===== config.mk =====
export PLATFORM = sky130hd
export DESIGN_NAME = ictl_top
export DESIGN_NICKNAME = d
export VERILOG_FILES = /design/src/rtl/ictl_pkg.sv /design/src/rtl/ictl_enable_grp.sv /design/src/rtl/ictl_summary.sv /design/src/rtl/ictl_rdmux.sv /design/src/rtl/ictl_top.sv
export SDC_FILE = /design/constraint.sdc
export NUM_CORES = 1
export LEC_CHECK = 0
export CORE_AREA = 4 4 149 93
export DETAILED_ROUTE_END_ITERATION = 8
export DIE_AREA = 0 0 153 97
export PLACE_DENSITY = 0.9
export SLEW_MARGIN = 0
export SYNTH_ARGS = -nofsm -noshare
export SYNTH_HDL_FRONTEND = slang
export SYNTH_SLANG_ARGS = --single-unit

===== constraint.sdc =====
create_clock -name clk -period 2.8 [get_ports clk]
set_clock_uncertainty 0.2 [all_clocks]
set_input_delay 0.84 -clock clk [delete_from_list [all_inputs] [get_ports clk]]
set_output_delay 0.84 -clock clk [all_outputs]
set_load 0.03 [all_outputs]

===== src/rtl/ictl_pkg.sv =====
package ictl_pkg;
  localparam int LOCAL_N = 8;
  localparam int BANK_N  = 32;
  localparam int N_GRP   = 3;
  localparam int N_SRC   = LOCAL_N + 2 * BANK_N;

  // register byte offsets
  localparam int OFS_SUM   = 'h00;
  localparam int OFS_P1    = 'h04;
  localparam int OFS_P2    = 'h08;
  localparam int OFS_FCTL  = 'h0C;
  localparam int OFS_SET1  = 'h10;
  localparam int OFS_SET2  = 'h14;
  localparam int OFS_SETL  = 'h18;
  localparam int OFS_CLR1  = 'h1C;
  localparam int OFS_CLR2  = 'h20;
  localparam int OFS_CLRL  = 'h24;

  // summary layout
  localparam int SC1_N     = 5;
  localparam int SC2_N     = 6;
  localparam int FLAG1_BIT = LOCAL_N;
  localparam int FLAG2_BIT = LOCAL_N + 1;
  localparam int SC1_BASE  = LOCAL_N + 2;
  localparam int SC2_BASE  = SC1_BASE + SC1_N;
  localparam int SUM_USED  = SC2_BASE + SC2_N;

  localparam int SC1_IDX [SC1_N] = '{7, 9, 10, 18, 19};
  localparam int SC2_IDX [SC2_N] = '{21, 22, 23, 24, 25, 30};

  // group 0 is the local group, 1 and 2 are the banks
  function automatic int grp_lo(input int g);
    return (g == 0) ? 0 : LOCAL_N + (g - 1) * BANK_N;
  endfunction

  function automatic int grp_w(input int g);
    return (g == 0) ? LOCAL_N : BANK_N;
  endfunction

  function automatic logic [BANK_N-1:0] sc1_mask();
    logic [BANK_N-1:0] m;
    m = '0;
    for (int i = 0; i < SC1_N; i++) m[SC1_IDX[i]] = 1'b1;
    return m;
  endfunction

  function automatic logic [BANK_N-1:0] sc2_mask();
    logic [BANK_N-1:0] m;
    m = '0;
    for (int i = 0; i < SC2_N; i++) m[SC2_IDX[i]] = 1'b1;
    return m;
  endfunction
endpackage


===== src/rtl/ictl_enable_grp.sv =====
module ictl_enable_grp #(
  parameter int W = 8
) (
  input  logic         clk,
  input  logic         rst,
  input  logic         set_we,
  input  logic         clr_we,
  input  logic [W-1:0] wbits,
  output logic [W-1:0] en_o
);
  logic [W-1:0] set_m;
  logic [W-1:0] clr_m;

  always_comb begin
    set_m = set_we ? wbits : '0;
    clr_m = clr_we ? wbits : '0;
  end

  always_ff @(posedge clk) begin
    if (rst) en_o <= '0;
    else     en_o <= (en_o | set_m) & ~clr_m;
  end
endmodule


===== src/rtl/ictl_summary.sv =====
module ictl_summary
  import ictl_pkg::*;
#(
  parameter int DATA_W = 32
) (
  input  logic [LOCAL_N-1:0] loc_pend,
  input  logic [BANK_N-1:0]  b1_pend,
  input  logic [BANK_N-1:0]  b2_pend,
  output logic [DATA_W-1:0]  summary
);
  localparam logic [BANK_N-1:0] M1 = sc1_mask();
  localparam logic [BANK_N-1:0] M2 = sc2_mask();

  logic [SC1_N-1:0] sc1;
  logic [SC2_N-1:0] sc2;

  for (genvar i = 0; i < SC1_N; i++) begin : g_sc1
    assign sc1[i] = b1_pend[SC1_IDX[i]];
  end
  for (genvar i = 0; i < SC2_N; i++) begin : g_sc2
    assign sc2[i] = b2_pend[SC2_IDX[i]];
  end

  always_comb begin
    summary = '0;
    summary[LOCAL_N-1:0]              = loc_pend;
    summary[FLAG1_BIT]                = |(b1_pend & ~M1);
    summary[FLAG2_BIT]                = |(b2_pend & ~M2);
    summary[SC1_BASE +: SC1_N]        = sc1;
    summary[SC2_BASE +: SC2_N]        = sc2;
  end
endmodule


===== src/rtl/ictl_rdmux.sv =====
module ictl_rdmux
  import ictl_pkg::*;
#(
  parameter int ADDR_W = 8,
  parameter int DATA_W = 32
) (
  input  logic [ADDR_W-1:0] addr,
  input  logic [DATA_W-1:0] summary,
  input  logic [N_SRC-1:0]  pend_all,
  input  logic [N_SRC-1:0]  en_all,
  input  logic [DATA_W-1:0] fctl,
  output logic [DATA_W-1:0] rd_next
);
  localparam int L1 = grp_lo(1);
  localparam int L2 = grp_lo(2);

  always_comb begin
    rd_next = '0;
    case (addr)
      ADDR_W'(OFS_SUM):  rd_next = summary;
      ADDR_W'(OFS_P1):   rd_next = DATA_W'(pend_all[L1 +: BANK_N]);
      ADDR_W'(OFS_P2):   rd_next = DATA_W'(pend_all[L2 +: BANK_N]);
      ADDR_W'(OFS_FCTL): rd_next = fctl;
      ADDR_W'(OFS_SET1),
      ADDR_W'(OFS_CLR1): rd_next = DATA_W'(en_all[L1 +: BANK_N]);
      ADDR_W'(OFS_SET2),
      ADDR_W'(OFS_CLR2): rd_next = DATA_W'(en_all[L2 +: BANK_N]);
      ADDR_W'(OFS_SETL),
      ADDR_W'(OFS_CLRL): rd_next = DATA_W'(en_all[0 +: LOCAL_N]);
      default:           rd_next = '0;
    endcase
  end
endmodule


===== src/rtl/ictl_top.sv =====
module ictl_top
  import ictl_pkg::*;
#(
  parameter int ADDR_W = 8,
  parameter int DATA_W = 32
) (
  input  logic              clk,
  input  logic              rst,
  input  logic [ADDR_W-1:0] addr,
  input  logic              wr_en,
  input  logic [DATA_W-1:0] wdata,
  output logic [DATA_W-1:0] rdata,
  input  logic [N_SRC-1:0]  src_i,
  output logic              irq_o
);
  localparam int L1 = grp_lo(1);
  localparam int L2 = grp_lo(2);

  logic [N_SRC-1:0]  en_all;
  logic [N_SRC-1:0]  pend_all;
  logic [N_GRP-1:0]  set_we;
  logic [N_GRP-1:0]  clr_we;
  logic [DATA_W-1:0] fctl;
  logic [DATA_W-1:0] summary;
  logic [DATA_W-1:0] rd_next;

  always_comb begin
    set_we[0] = wr_en && (addr == ADDR_W'(OFS_SETL));
    set_we[1] = wr_en && (addr == ADDR_W'(OFS_SET1));
    set_we[2] = wr_en && (addr == ADDR_W'(OFS_SET2));
    clr_we[0] = wr_en && (addr == ADDR_W'(OFS_CLRL));
    clr_we[1] = wr_en && (addr == ADDR_W'(OFS_CLR1));
    clr_we[2] = wr_en && (addr == ADDR_W'(OFS_CLR2));
  end

  for (genvar g = 0; g < N_GRP; g++) begin : g_grp
    localparam int LO = grp_lo(g);
    localparam int GW = grp_w(g);
    ictl_enable_grp #(.W(GW)) u_en (
      .clk    (clk),
      .rst    (rst),
      .set_we (set_we[g]),
      .clr_we (clr_we[g]),
      .wbits  (wdata[GW-1:0]),
      .en_o   (en_all[LO +: GW])
    );
  end

  assign pend_all = src_i & en_all;

  ictl_summary #(.DATA_W(DATA_W)) u_sum (
    .loc_pend (pend_all[0 +: LOCAL_N]),
    .b1_pend  (pend_all[L1 +: BANK_N]),
    .b2_pend  (pend_all[L2 +: BANK_N]),
    .summary  (summary)
  );

  ictl_rdmux #(.ADDR_W(ADDR_W), .DATA_W(DATA_W)) u_rd (
    .addr     (addr),
    .summary  (summary),
    .pend_all (pend_all),
    .en_all   (en_all),
    .fctl     (fctl),
    .rd_next  (rd_next)
  );

  always_ff @(posedge clk) begin
    if (rst) begin
      fctl  <= '0;
      rdata <= '0;
      irq_o <= 1'b0;
    end else begin
      if (wr_en && addr == ADDR_W'(OFS_FCTL)) fctl <= wdata;
      rdata <= rd_next;
      irq_o <= |pend_all;
    end
  end
endmodule


# Word level (Yosys, flattened, before mapping)
# Cells that the tools add are included.
word_totals:
  register_bits: 137
  output_inout_bits: 33
  in_bits: 115
  wordCells: 46
classes:
  n_reduce_logical: 14
  bitwise: 10
  n_eq_ne: 9
  mux: 7
op_table:
  columns: ["op", "n"]
  rows:
  - ["$pmux 32 s7", 1]
  - ["$mux 32", 4]
  - ["$and 72x72->72", 1]
  - ["$reduce_or 72->1", 1]
  - ["$and 32x32->32", 2]
  - ["$not 32->32", 2]
  - ["$or 32x32->32", 2]
  - ["$eq 8x5->1 const B", 4]
  - ["$reduce_or 27->1", 1]
  - ["$reduce_or 26->1", 1]
  - ["$eq 8x4->1 const B", 2]
  - ["$eq 8x6->1 const B", 2]
  - ["$mux 8", 2]
  - ["$and 8x8->8", 1]
  - ["$eq 8x3->1 const B", 1]
  - ["$logic_not 8->1", 1]
  - ["$not 8->8", 1]
  - ["$or 8x8->8", 1]
  - ["$logic_and 1x1->1", 7]
  - ["$reduce_or 2->1", 3]

# Longest topological paths before layout
logic_depth:
  depth_word: 5
  ltp_mapped: 8

# Cells and area by module
# From an unflattened synthesis, not the netlist that was laid out.
hier_totals:
  cells_unflattened: 753
  hier_area_um2: 7531.0
modules_own_cells:
  columns: ["module", "area_each_um2", "n_inst", "cells_each", "seq_area_each_um2"]
  rows:
  - ["ictl_top", 2748.9, 1, 327, 1301.2]
  - ["ictl_enable_grp at g_grp[1].u_en ...", 1262.5, 2, 105, 640.6]
  - ["ictl_rdmux", 1549.0, 1, 140, 0.0]
  - ["ictl_enable_grp at g_grp[0].u_en", 360.3, 1, 27, 160.2]
  - ["ictl_summary", 347.8, 1, 49, 0.0]

# Worst setup path after synthesis
# OpenSTA, ideal clock, no wires.
synth_path:
  kind: "input port to flip-flop"
  startpoint: "input addr[1]"
  endpoint: "register rdata[10]"
  path_buffers: 2
  stages: 7
  path_slack_ps: 200
  arrival_time_ps: 2330
  required_time_ps: 2530
  cell_sequence: "or4_1 > buf_2 > nor4b_4 > buf_6 > a21o_1 > a22oi_1 > a21oi_1"
synth_between:
  elab_chain_cells: 3
  elab_cells_between_ends: 14
  cone_classes: "eq/ne (9); mux (1); reduce/logical (4)"
synth_lines:
  columns: ["item", "line", "source"]
  rows:
  - ["start, declared", "ictl_top.sv:9", "input logic [ADDR_W-1:0] addr,"]
  - ["$eq 8x5->1 or $eq 8x6->1 (tied branches)", "ictl_rdmux.sv:19", "case (addr)"]
  - ["$reduce_or 2->1", "ictl_rdmux.sv:19", null]
  - ["$pmux 32 s7 (*)", "ictl_rdmux.sv:19", null]
  - ["end signal, assigned", "ictl_top.sv:74", "rdata <= rd_next;"]
  - ["end, declared", "ictl_top.sv:12", "output logic [DATA_W-1:0] rdata,"]
# Mark *: on every way between the ends. The rest lies on a longest branch, timed or not.
# A chain may end at the register's enable or synchronous reset.

# Final worst setup path
layout_path:
  startpoint: "input addr[3]"
  endpoint: "register rdata[5]"
# Same word-level chain as after synthesis.

==> metrics.txt <==
status=complete, no violations; sequential fraction of the synthesis area=44.7%; mux cell area share after synthesis=0.367%; Non-Filler Instances=1,099; hold crit path type=register to register; P_int=3.58 mW; Via density=6.64; combinational family with the most area after synthesis=compound AO/OA/AOI/OAI gates; maximum clock path buffer count=2; share of layout cells above drive strength 1=13.8%; Worst Hold Depth=2; leading area contributor after synthesis=dfxtp_1; Cells after Synth=727; CP endpoint kind=register; clk root buf=clkbuf_16; total power=4.67 mW; fin nets=1,030; TritonCTS buffer count=17; critical path type=input pin to register; GPL Wtd Cong=0.937; leakage=3.20 nW; Worst-Margin Slew=0.580 ns; area fraction of the dominant cell type after synthesis=44.7%; die width=153 um; Fmax=359 MHz; slowest CP cell=a222oi_1; Post-Route WL=25.0 mm; dominant synthesized flop cell=dfxtp_1; Post-Synth XOR/XNOR Area=0.143%; filler cell count in the final layout=879; Die Height=97 um; Max VDD drop=0.486 mV; Rows=32; DRT antenna net count=0; max cap viols=0; Die Area=0.0148 sq mm; Final Cycle Share=99.4%; Synth-to-Final Area Change=47.8%; largest net degree at the start of global routing=106; #FFs+latches synth=137; synthesized area=0.00614 sq mm; Sequential Power Share=41.8%; Synth warnings=0; total grt overflow=0; Starting DRT DRC Count=1,263; Post-Synth Simple-Gate Area=14.6%; pwr/cell area=515 mW/mm^2; Mapped Nets=842; I/O pin total=148; Finish-stage setup viols=0; clk slew on worst S/H paths=0.06 ns; drt drc=0; Psw=1.10 mW; post-synthesis async set-or-reset flop share=0%; clock latency on the worst-skew pair=0.43 ns; CP max stage delay=0.57 ns; sw frac=23.5%; vias=7,295; initial antenna violation count=0; cell mode on critical path=buf_4; Detailed Place HPWL=16.5 mm; Final Hold Viols=0; Adder-Cell Fraction of Synth Area=0%; port buffer count=147; Slew Limit Fails=0; clock share of power=50.4%; CP arrival=2.90 ns; Max-slew headroom=61.3%; Syn Area/Cell=8.44 sq um; CP startpoint kind=input pin; crit-path max FO=7; clock sinks=137; RSZ-0062 raised after global routing=false; Initial Util=48.8%; Synth Area in Compound Gates=35.7%; DR pass1 iterations=7; first-pass GRT wire length=37.8 mm; minimum clock period=2.78 ns; EDFF count, synth=0; worst path cell trace=clkdlybuf4s50_1 -> buf_4 -> xor2_2 -> nor4b_4 -> buf_4 -> buf_12 -> a222oi_1 -> buf_4 -> a21oi_1; number of global-route vias before repair=6,751; clock tree from TritonCTS=yes; Hold-fix buffers, CTS=0; combinational fraction of design power=7.8%; Core Area=0.0126 sq mm; Worst Path Required=2.92 ns; Avg WL per Cell=22.7 um; Cells after DPL=1,055; GRT Util Overall=32.0%; R2R depth=5; Max H-tree Level=4; flop2flop setup slack=0.77 ns; Synth cell types=46; synth top area cells=dfxtp_1 45%, a21oi_1 10%, a211oi_1 8.8%
metrics by stage:
step	setup slack [ns]	util (%)	area, sq um	setup TNS, ns	hold slack, ns
after floorplan	0.200	-	6140	0	0.232
after global placement	-0.479	65.7	8260	-27.68	0.242
after detailed placement	-0.448	65.7	8260	-30.87	0.247
after CTS	0.0142	70.7	8880	0	0.255
after global routing	0.0444	72.1	9070	0	0.273
final	0.0165	72.1	9070	0	0.257
synth_stat cells, drive strengths merged, types with 2 or more instances:
cell type / instances
nor4: 6
clkbuf: 36
nand4b: 2
o22ai: 8
a21o: 31
and3: 2
and2: 2
mux2: 2
nand2: 143
nand3: 2
a32oi: 16
a222oi: 7
dfxtp: 137
or3b: 2
or4bb: 2
buf: 23
a31oi: 18
o32ai: 2
a221oi: 3
or4: 2
o2bb2ai: 3
a211oi: 73
nor3: 4
a22oi: 37
a21oi: 122
o21ai: 8
nand4: 10
nor2: 11
cells in the final DEF, fill, tap and decap left out, types with 4 or more instances in the layout:
| master | count |
|---|---|
| clkbuf_16 | 20 |
| a21oi_1 | 122 |
| a22oi_1 | 37 |
| clkdlybuf4s50_1 | 139 |
| nor3_1 | 4 |
| o22ai_1 | 8 |
| a32oi_1 | 16 |
| clkinv_4 | 4 |
| a21o_1 | 31 |
| nor2_2 | 4 |
| dfxtp_1 | 137 |
| a211oi_1 | 72 |
| nor2_1 | 7 |
| buf_4 | 61 |
| buf_12 | 14 |
| a222oi_1 | 7 |
| a31oi_1 | 18 |
| nand2_1 | 143 |
| nand4_1 | 10 |
| o21ai_0 | 8 |
| dlymetal6s2s_1 | 7 |
worst max-delay path, delay by kind of cell:
kind,cells,cell delay [ns]
AO/OA/AOI/OAI,2,0.62
AND/OR/NAND/NOR,1,0.08
XOR/XNOR,1,0.17
buffers and inverters,5,1.19
repair_timing:
action | 4_1_cts | 5_1_grt
endpoints found under the setup margin | 5 | 33
cloned | 0 | 3
pin swaps | 1 | 8
gates resized for setup | 2 | 11
endpoints found under the hold margin | 0 | 0
setup buffers | 0 | 8
power by group through the flow:
stage               combinational (mW)  clock [mW]  sequential [mW]
floorplan                       0.0679           0             2.00
global placement                 0.343           0             2.00
detailed placement               0.343           0             2.00
CTS                              0.348        2.34             1.95
global route                     0.378        2.43             1.95
finish                           0.365        2.36             1.95
worst paths after layout:
path | to | start
setup / recovery | rdata[5] | addr[3]
hold / removal | fctl[10] | fctl[10]
setup reg to reg | irq_o | g_grp[2].u_en.en_o[16]
hold reg to reg | fctl[10] | fctl[10]
kinds of logic after synthesis:
group           Yosys count
flops                   137
mux                       2
buf+inv                  60
compound gates          332
simple gates            195
xor+xnor                  1
state kept, by name (all words and copies together) (netlist names):
name             flops
g_grp.u_en.en_o     72
fctl                32
rdata               32
irq_o                1
metal layers:
metal,track usage [%],wire length [um],vias to the layer above
li1,-,-,3146
met1,45.9,9630,3337
met2,46.6,10600,707
met3,8.54,3960,103
met4,10.8,817,2
met5,0,41,-
final cells by class:
cell class / count / area (sq um) / share of cell area, %
diodes: 1 / 2.50 / 0.0276
clock buffers: 19 / 443 / 4.88
clock inverters: 13 / 170 / 1.88
inverters: 1 / 3.75 / 0.0414
multi-input cells: 530 / 3160 / 34.9
flip-flops and latches: 137 / 2740 / 30.2
well taps: 170 / 213 / 2.35
repair buffers: 228 / 2330 / 25.7
Note: power is estimated with default switching activity, not from simulation.
